### src/rtl/alu16_pkg.sv
package alu16_pkg;

  localparam int DATA_W  = 16;
  localparam int OP_W    = 4;
  localparam int FLAG_W  = 4;

  typedef enum logic [OP_W-1:0] {
    OP_ADD = 4'd0,
    OP_SUB = 4'd1,
    OP_ADC = 4'd2,
    OP_SBC = 4'd3,
    OP_AND = 4'd4,
    OP_OR  = 4'd5,
    OP_XOR = 4'd6,
    OP_NOT = 4'd7,
    OP_SHL = 4'd8,
    OP_SHR = 4'd9,
    OP_ROL = 4'd10,
    OP_ROR = 4'd11,
    OP_CMP = 4'd12,
    OP_RSV13 = 4'd13,
    OP_RSV14 = 4'd14,
    OP_RSV15 = 4'd15
  } alu_op_e;

  localparam logic [OP_W-1:0] LAST_VALID_OP = OP_CMP;
  localparam logic [OP_W-1:0] LAST_WRITE_OP = OP_ROR;

  // Flag word: c in the top bit, n in the bottom bit.
  typedef struct packed {
    logic c;
    logic z;
    logic v;
    logic n;
  } flags_t;

  // Extended add or subtract; the extra top bit is carry (add) or borrow (sub).
  function automatic logic [DATA_W:0] ext_addsub(
    input logic [DATA_W-1:0] a,
    input logic [DATA_W-1:0] b,
    input logic              cin,
    input logic              sub
  );
    logic [DATA_W:0] ea;
    logic [DATA_W:0] eb;
    logic [DATA_W:0] ec;
    ea = {1'b0, a};
    eb = {1'b0, b};
    ec = {{DATA_W{1'b0}}, cin};
    if (sub) return ea - eb - ec;
    else     return ea + eb + ec;
  endfunction

  // Signed overflow from the three sign bits.
  function automatic logic signed_ovf(
    input logic a_msb,
    input logic b_msb,
    input logic r_msb,
    input logic sub
  );
    logic same_in;
    same_in = sub ? (a_msb != b_msb) : (a_msb == b_msb);
    return same_in && (r_msb != a_msb);
  endfunction

  function automatic logic is_zero(input logic [DATA_W-1:0] v);
    return (v == '0);
  endfunction

endpackage

### src/rtl/alu16_arith.sv
module alu16_arith
  import alu16_pkg::*;
#(
  parameter int DW = DATA_W
) (
  input  alu_op_e          op_i,
  input  logic [DW-1:0]    a_i,
  input  logic [DW-1:0]    b_i,
  input  logic             cin_i,
  output logic [DW-1:0]    res_o,
  output logic             c_o,
  output logic             v_o
);

  logic          do_sub;
  logic          use_cin;
  logic          cin_eff;
  logic [DW:0]   wide;

  always_comb begin
    do_sub  = (op_i == OP_SUB) || (op_i == OP_SBC) || (op_i == OP_CMP);
    use_cin = (op_i == OP_ADC) || (op_i == OP_SBC);
  end

  assign cin_eff = use_cin & cin_i;
  assign wide    = ext_addsub(a_i, b_i, cin_eff, do_sub);
  assign res_o   = wide[DW-1:0];
  assign c_o     = wide[DW];
  assign v_o     = signed_ovf(a_i[DW-1], b_i[DW-1], wide[DW-1], do_sub);

endmodule

### src/rtl/alu16_logic.sv
module alu16_logic
  import alu16_pkg::*;
#(
  parameter int DW = DATA_W
) (
  input  alu_op_e          op_i,
  input  logic [DW-1:0]    a_i,
  input  logic [DW-1:0]    b_i,
  output logic [DW-1:0]    res_o
);

  always_comb begin
    unique case (op_i)
      OP_AND:  res_o = a_i & b_i;
      OP_OR:   res_o = a_i | b_i;
      OP_XOR:  res_o = a_i ^ b_i;
      OP_NOT:  res_o = ~a_i;
      default: res_o = a_i;
    endcase
  end

endmodule

### src/rtl/alu16_shift.sv
module alu16_shift
  import alu16_pkg::*;
#(
  parameter int DW = DATA_W
) (
  input  alu_op_e          op_i,
  input  logic [DW-1:0]    a_i,
  output logic [DW-1:0]    res_o,
  output logic             c_o
);

  logic          go_left;
  logic          wrap;
  logic          fill_lo;
  logic          fill_hi;
  logic [DW-1:0] left_w;
  logic [DW-1:0] right_w;

  assign go_left = (op_i == OP_SHL) || (op_i == OP_ROL);
  assign wrap    = (op_i == OP_ROL) || (op_i == OP_ROR);
  assign fill_lo = wrap & a_i[DW-1];
  assign fill_hi = wrap & a_i[0];

  for (genvar i = 0; i < DW; i++) begin : g_bit
    if (i == 0) begin : g_lo
      assign left_w[i] = fill_lo;
    end else begin : g_lo_mid
      assign left_w[i] = a_i[i-1];
    end
    if (i == DW-1) begin : g_hi
      assign right_w[i] = fill_hi;
    end else begin : g_hi_mid
      assign right_w[i] = a_i[i+1];
    end
  end

  assign res_o = go_left ? left_w : right_w;
  assign c_o   = go_left ? a_i[DW-1] : a_i[0];

endmodule

### src/rtl/alu16_flagunit.sv
module alu16_flagunit
  import alu16_pkg::*;
#(
  parameter int DW = DATA_W
) (
  input  logic                clk,
  input  logic                rst_n,
  input  logic [OP_W-1:0]     op_i,
  input  logic [DW-1:0]       dst_a_i,
  input  logic [DW-1:0]       src_b_i,
  input  logic                carry_i,
  input  logic                flag_en_i,
  output logic [DW-1:0]       result_o,
  output logic                result_we_o,
  output logic [FLAG_W-1:0]   flags_next_o,
  output logic [FLAG_W-1:0]   flags_q_o
);

  alu_op_e       op;
  assign op = alu_op_e'(op_i);

  // Operation classes, brought out for the checks below.
  logic cls_arith;
  logic cls_logic;
  logic cls_shift;
  logic op_valid;
  logic op_writes;
  logic flag_load;

  always_comb begin
    cls_arith = (op == OP_ADD) || (op == OP_SUB) || (op == OP_ADC) ||
                (op == OP_SBC) || (op == OP_CMP);
    cls_logic = (op == OP_AND) || (op == OP_OR)  || (op == OP_XOR) ||
                (op == OP_NOT);
    cls_shift = (op == OP_SHL) || (op == OP_SHR) || (op == OP_ROL) ||
                (op == OP_ROR);
  end

  assign op_valid  = (op_i <= LAST_VALID_OP);
  assign op_writes = (op_i <= LAST_WRITE_OP);
  assign flag_load = flag_en_i & op_valid;

  logic [DW-1:0] ar_res;
  logic          ar_c;
  logic          ar_v;
  logic [DW-1:0] lg_res;
  logic [DW-1:0] sh_res;
  logic          sh_c;

  alu16_arith #(.DW(DW)) u_arith (
    .op_i  (op),
    .a_i   (dst_a_i),
    .b_i   (src_b_i),
    .cin_i (carry_i),
    .res_o (ar_res),
    .c_o   (ar_c),
    .v_o   (ar_v)
  );

  alu16_logic #(.DW(DW)) u_logic (
    .op_i  (op),
    .a_i   (dst_a_i),
    .b_i   (src_b_i),
    .res_o (lg_res)
  );

  alu16_shift #(.DW(DW)) u_shift (
    .op_i  (op),
    .a_i   (dst_a_i),
    .res_o (sh_res),
    .c_o   (sh_c)
  );

  // Value the flags describe: for compare it is the difference.
  logic [DW-1:0] flag_src;
  flags_t        nxt;

  always_comb begin
    flag_src = dst_a_i;
    nxt      = '0;
    if (cls_arith) begin
      flag_src = ar_res;
      nxt.c    = ar_c;
      nxt.v    = ar_v;
    end else if (cls_logic) begin
      flag_src = lg_res;
    end else if (cls_shift) begin
      flag_src = sh_res;
      nxt.c    = sh_c;
    end
    nxt.z = is_zero(flag_src);
    nxt.n = flag_src[DW-1];
  end

  assign result_o     = op_writes ? flag_src : dst_a_i;
  assign result_we_o  = op_writes;
  assign flags_next_o = nxt;

  flags_t flags_q;

  always_ff @(posedge clk or negedge rst_n) begin
    if (!rst_n)         flags_q <= '0;
    else if (flag_load) flags_q <= nxt;
  end

  assign flags_q_o = flags_q;


  flags_hold_chk: assert property (@(posedge clk) disable iff (!rst_n)
    !flag_en_i |=> $stable(flags_q_o));


  flags_load_chk: assert property (@(posedge clk) disable iff (!rst_n)
    (flag_en_i && op_valid) |=> (flags_q_o == $past(flags_next_o)));


  unused_keep_chk: assert property (@(posedge clk) disable iff (!rst_n)
    !op_valid |-> (result_o == dst_a_i) && !result_we_o);


  zero_flag_chk: assert property (@(posedge clk) disable iff (!rst_n)
    (op_writes) |-> (flags_next_o[2] == (result_o == '0)) &&
                    (flags_next_o[0] == result_o[DW-1]));


  logic_cv_chk: assert property (@(posedge clk) disable iff (!rst_n)
    cls_logic |-> !flags_next_o[3] && !flags_next_o[1]);


  cmp_nowrite_chk: assert property (@(posedge clk) disable iff (!rst_n)
    (op == OP_CMP) |-> !result_we_o && (result_o == dst_a_i));


  shl_fill_chk: assert property (@(posedge clk) disable iff (!rst_n)
    (op == OP_SHL) |-> !result_o[0] && (flags_next_o[3] == dst_a_i[DW-1]));


  rot_keep_chk: assert property (@(posedge clk) disable iff (!rst_n)
    (op == OP_ROL || op == OP_ROR) |-> ($countones(result_o) == $countones(dst_a_i)));

endmodule

### config.mk
export PLATFORM = sky130hd
export DESIGN_NAME = alu16_flagunit
export DESIGN_NICKNAME = d
export VERILOG_FILES = /design/src/rtl/alu16_pkg.sv /design/src/rtl/alu16_arith.sv /design/src/rtl/alu16_logic.sv /design/src/rtl/alu16_shift.sv /design/src/rtl/alu16_flagunit.sv
export SDC_FILE = /design/constraint.sdc
export NUM_CORES = 1
export LEC_CHECK = 0
export ABC_AREA = 1
export BUFFER_PORTS_ARGS = -buffer_cell sky130_fd_sc_hd__buf_2
export CORE_MARGIN = 2
export CORE_UTILIZATION = 45
export CTS_BUF_LIST = sky130_fd_sc_hd__clkbuf_16
export DETAILED_ROUTE_END_ITERATION = 8
export GPL_TIMING_DRIVEN = 0
export PLACE_DENSITY = 0.71
export SLEW_MARGIN = 20
export SYNTH_ARGS = -nofsm -noshare
export SYNTH_HDL_FRONTEND = slang
export SYNTH_SLANG_ARGS = --single-unit
### constraint.sdc
create_clock -name clk -period 4.7 [get_ports clk]
set_input_delay 0.94 -clock clk [delete_from_list [all_inputs] [get_ports clk]]
set_output_delay 0.94 -clock clk [all_outputs]
set_load 0.005 [all_outputs]
==> impl_metrics.ini <==
[finish]
largest_register_ffs = 4
final_cell_area_sq_um = 4912
finalCoreUtilization_pct = 52.91
layout-area-overhead-vs-synth_pct = 13.93
drive_gt1_share_pct = 13.79
n_antenna_cell = 0
finish.net_count = 993

[drt]
detailedRoute.firstIterationViolations = 547
drt_pre_antenna_iters = 5
route.detailed.drc = 0
drt-total-wl_um = 15390
detail_route.vias_per_cell = 5.320
ant_nets = 0
vias = 5394
post_drt_wl_per_cell_um = 15.17

[global_routing]
grt_max_degree = 11
globalRoute.totalOverflow = 0
via_count_of_the_first_global_routing_pass = 4837
grt_usage_pct = 29.65
antenna_found_initial = 0
grt_first_pass_wirelength_um = 24060

[floorplan]
width_of_the_die_um = 101.9
pin_count = 65
die_area_sq_um = 10380
core.rowCount = 35
starting_density_of_the_core_pct = 46.44
dieHeight_um = 101.9
core_region_area_sq_um = 9284

[timing]
worst_pin_slew_ns = 0.6990
totalNegativeSetupSlack_ns = 0
slew_violations = 0
fin_worst_skew_ns = 0
hold_viol = 0
timing.max_slew.rel_slack_pct = 53.40
finalSetupViolations = 0
max_freq_ghz = 0.2221
period_needed_ns = 4.502
final.period_utilization_pct = 95.79

[power_and_ir_drop]
vdd_ir_drop_max_mv = 0.1011
power_uw = 800.2
power_density_nw_per_um2 = 162.9
static-leakage-power_uw = 0.002872

[synth]
syn-num-nets = 926
yosysWarningCount = 0
postSynthRegisterBits = 4
synth-seq-area-share_pct = 2.322
number_of_distinct_library_cells_after_synthesis = 41
synthesis.area_per_instance_sq_um = 5.258
syn-instance-count = 820
syn-cell-area_sq_um = 4312

[critical_path]
setup.worst_path.end_class = output pin
critPathRequiredTime_ns = 3.76
worst_ep_arrival_ns = 3.56
timing.setup.critical_path_class = input pin to output pin
crit_start_category = input pin
path_max_fanout = 5

[clock_tree]
cts.reportedPaths.clkPinSlew_ns = 0.03
clock_tree.root_cell = sky130_fd_sc_hd__clkbuf_16
ctsHtreeMaxLevel = 1
tritoncts = done
cts-buffers-inserted = 3
clkLatencyLatePin_ns = 0.23
tritoncts_num_sinks = 4
cts_hold_buf = 0
cts_max_path_buffers = 2

[place]
globalplace.congestion = 0.9916
dpl.hpwl_um = 12420
instance_area_after_placement_sq_um = 4778
placement.io_buffers = 61

[worst_hold_path]
timing.hold.worst.class = flip-flop to flip-flop

[run]
max_cap_viol_count = 0

[run_status]
run_status = finished clean
-- cell usage after synthesis (all sizes together) --
master	instances	area share, %
nand2	290	26
inv	143	12
nor2	84	8.2
nand3	71	8.7
ha	62	18
o21ai	51	6.0
a21oi	39	4.6
buf	13	2.1
nand4	10	1.5
nor3	6	0.96
xor2	6	1.2
nand3b	5	0.87
or2	5	0.73
and2	4	0.58
clkbuf	4	0.35
dfrtp	4	2.3
fa	4	1.9
o2111ai	4	0.81
a22oi	3	0.52
o211ai	3	0.52
a31oi	2	0.29
clkinv	2	0.29
a211oi	1	0.17
nor3b	1	0.29
o21a	1	0.17
o21bai	1	0.17
o31ai	1	0.17
-- placed cells by master, fill, tap and decap left out, drive strengths merged, types with 2 or more instances in the layout --
cell     instances
nand2          290
a21oi           39
o211ai           3
a22oi            3
xor2             6
or2              5
inv            143
o2111ai          4
and2             4
a31oi            2
nand3b           5
nor3             6
o21ai           51
nor2            84
dfrtp            4
buf             75
nand3           71
clkinv           2
nand4           10
fa               4
ha              62
clkbuf           7
-- routing by layer --
layer	GRT usage (%)	routed length, um	vias to the layer above
met5	0	0	-
met4	10.67	556	0
met3	3.352	1375	38
met2	47.87	6748	279
met1	40.86	6705	2358
li1	-	-	2719
-- worst max-delay path: stages --
cell	delay (ns)
sky130_fd_sc_hd__buf_2	0.17
sky130_fd_sc_hd__nor2_4	0.12
sky130_fd_sc_hd__nand3_2	0.10
sky130_fd_sc_hd__fa_2	0.57
sky130_fd_sc_hd__inv_1	0.05
sky130_fd_sc_hd__ha_1	0.16
sky130_fd_sc_hd__inv_1	0.04
sky130_fd_sc_hd__nand2_1	0.10
sky130_fd_sc_hd__nand2_1	0.11
sky130_fd_sc_hd__nand2_2	0.10
sky130_fd_sc_hd__nand2_1	0.10
sky130_fd_sc_hd__nand3_1	0.07
sky130_fd_sc_hd__nand3_1	0.13
sky130_fd_sc_hd__nand2_1	0.08
sky130_fd_sc_hd__nor2_2	0.20
sky130_fd_sc_hd__nand2_1	0.08
sky130_fd_sc_hd__nor2_1	0.12
sky130_fd_sc_hd__nand4_1	0.11
sky130_fd_sc_hd__nor2_1	0.09
sky130_fd_sc_hd__buf_2	0.11
-- kinds of logic after synthesis --
group	after synthesis	share of synthesized area (%)
adder cells (fa/ha/maj)	66	19.85
AO/OA/AOI/OAI	106	13.46
XOR/XNOR	6	1.219
buffers and inverters	162	15.21
flip-flops	4	2.322
AND/OR/NAND/NOR	476	47.94
-- repair_timing --
item / 4_1_cts / 5_1_grt
pin swaps: 0 / 3
buffers inserted: 0 / 1
resized for setup: 1 / 17
endpoints found under the setup margin: 1 / 7
-- final timing paths --
check,cells after the start,endpoint,from,slack [ns]
max,20,flags_next_o[2],op_i[2],0.20
min,2,flags_q_o[2],flags_q_o[2],0.48
max reg2reg,2,flags_q_o[0],flags_q_o[0],4.05
min reg2reg,2,flags_q_o[2],flags_q_o[2],0.48
max in group asynchronous,1,flags_q_o[1],rst_n,4.07
min in group asynchronous,1,flags_q_o[0],rst_n,0.51
-- metrics by stage --
step | setup slack (ns) | hold slack, ns | cells
global route | -0.02995 | 0.5085 | 1014
detailed placement | -0.05469 | 0.4685 | 1010
finish | 0.1979 | 0.4791 | 1014
CTS | 0.0001323 | 0.4747 | 1013
global placement | -0.04202 | 0.4648 | 1010
floorplan | 0.5818 | 0.4725 | 820
-- cell type report --
cell class / instances / area [sq um]
tap: 129 / 161.4
sequential: 4 / 100.1
buffer: 17 / 106.4
clock buffer: 3 / 75.07
fill: 1059 / 4372
multi-input combinational: 654 / 3607
inverter: 145 / 549.3
timing repair buffer: 62 / 312.8
-- power by group --
group          total (uW)  internal [uW]  leakage, uW  switching, uW
logic                 625            215      0.00278            410
clock network         135            109    0.0000370           26.0
registers            40.5           38.7    0.0000518           1.78
Power figures use the tool's default switching activity.
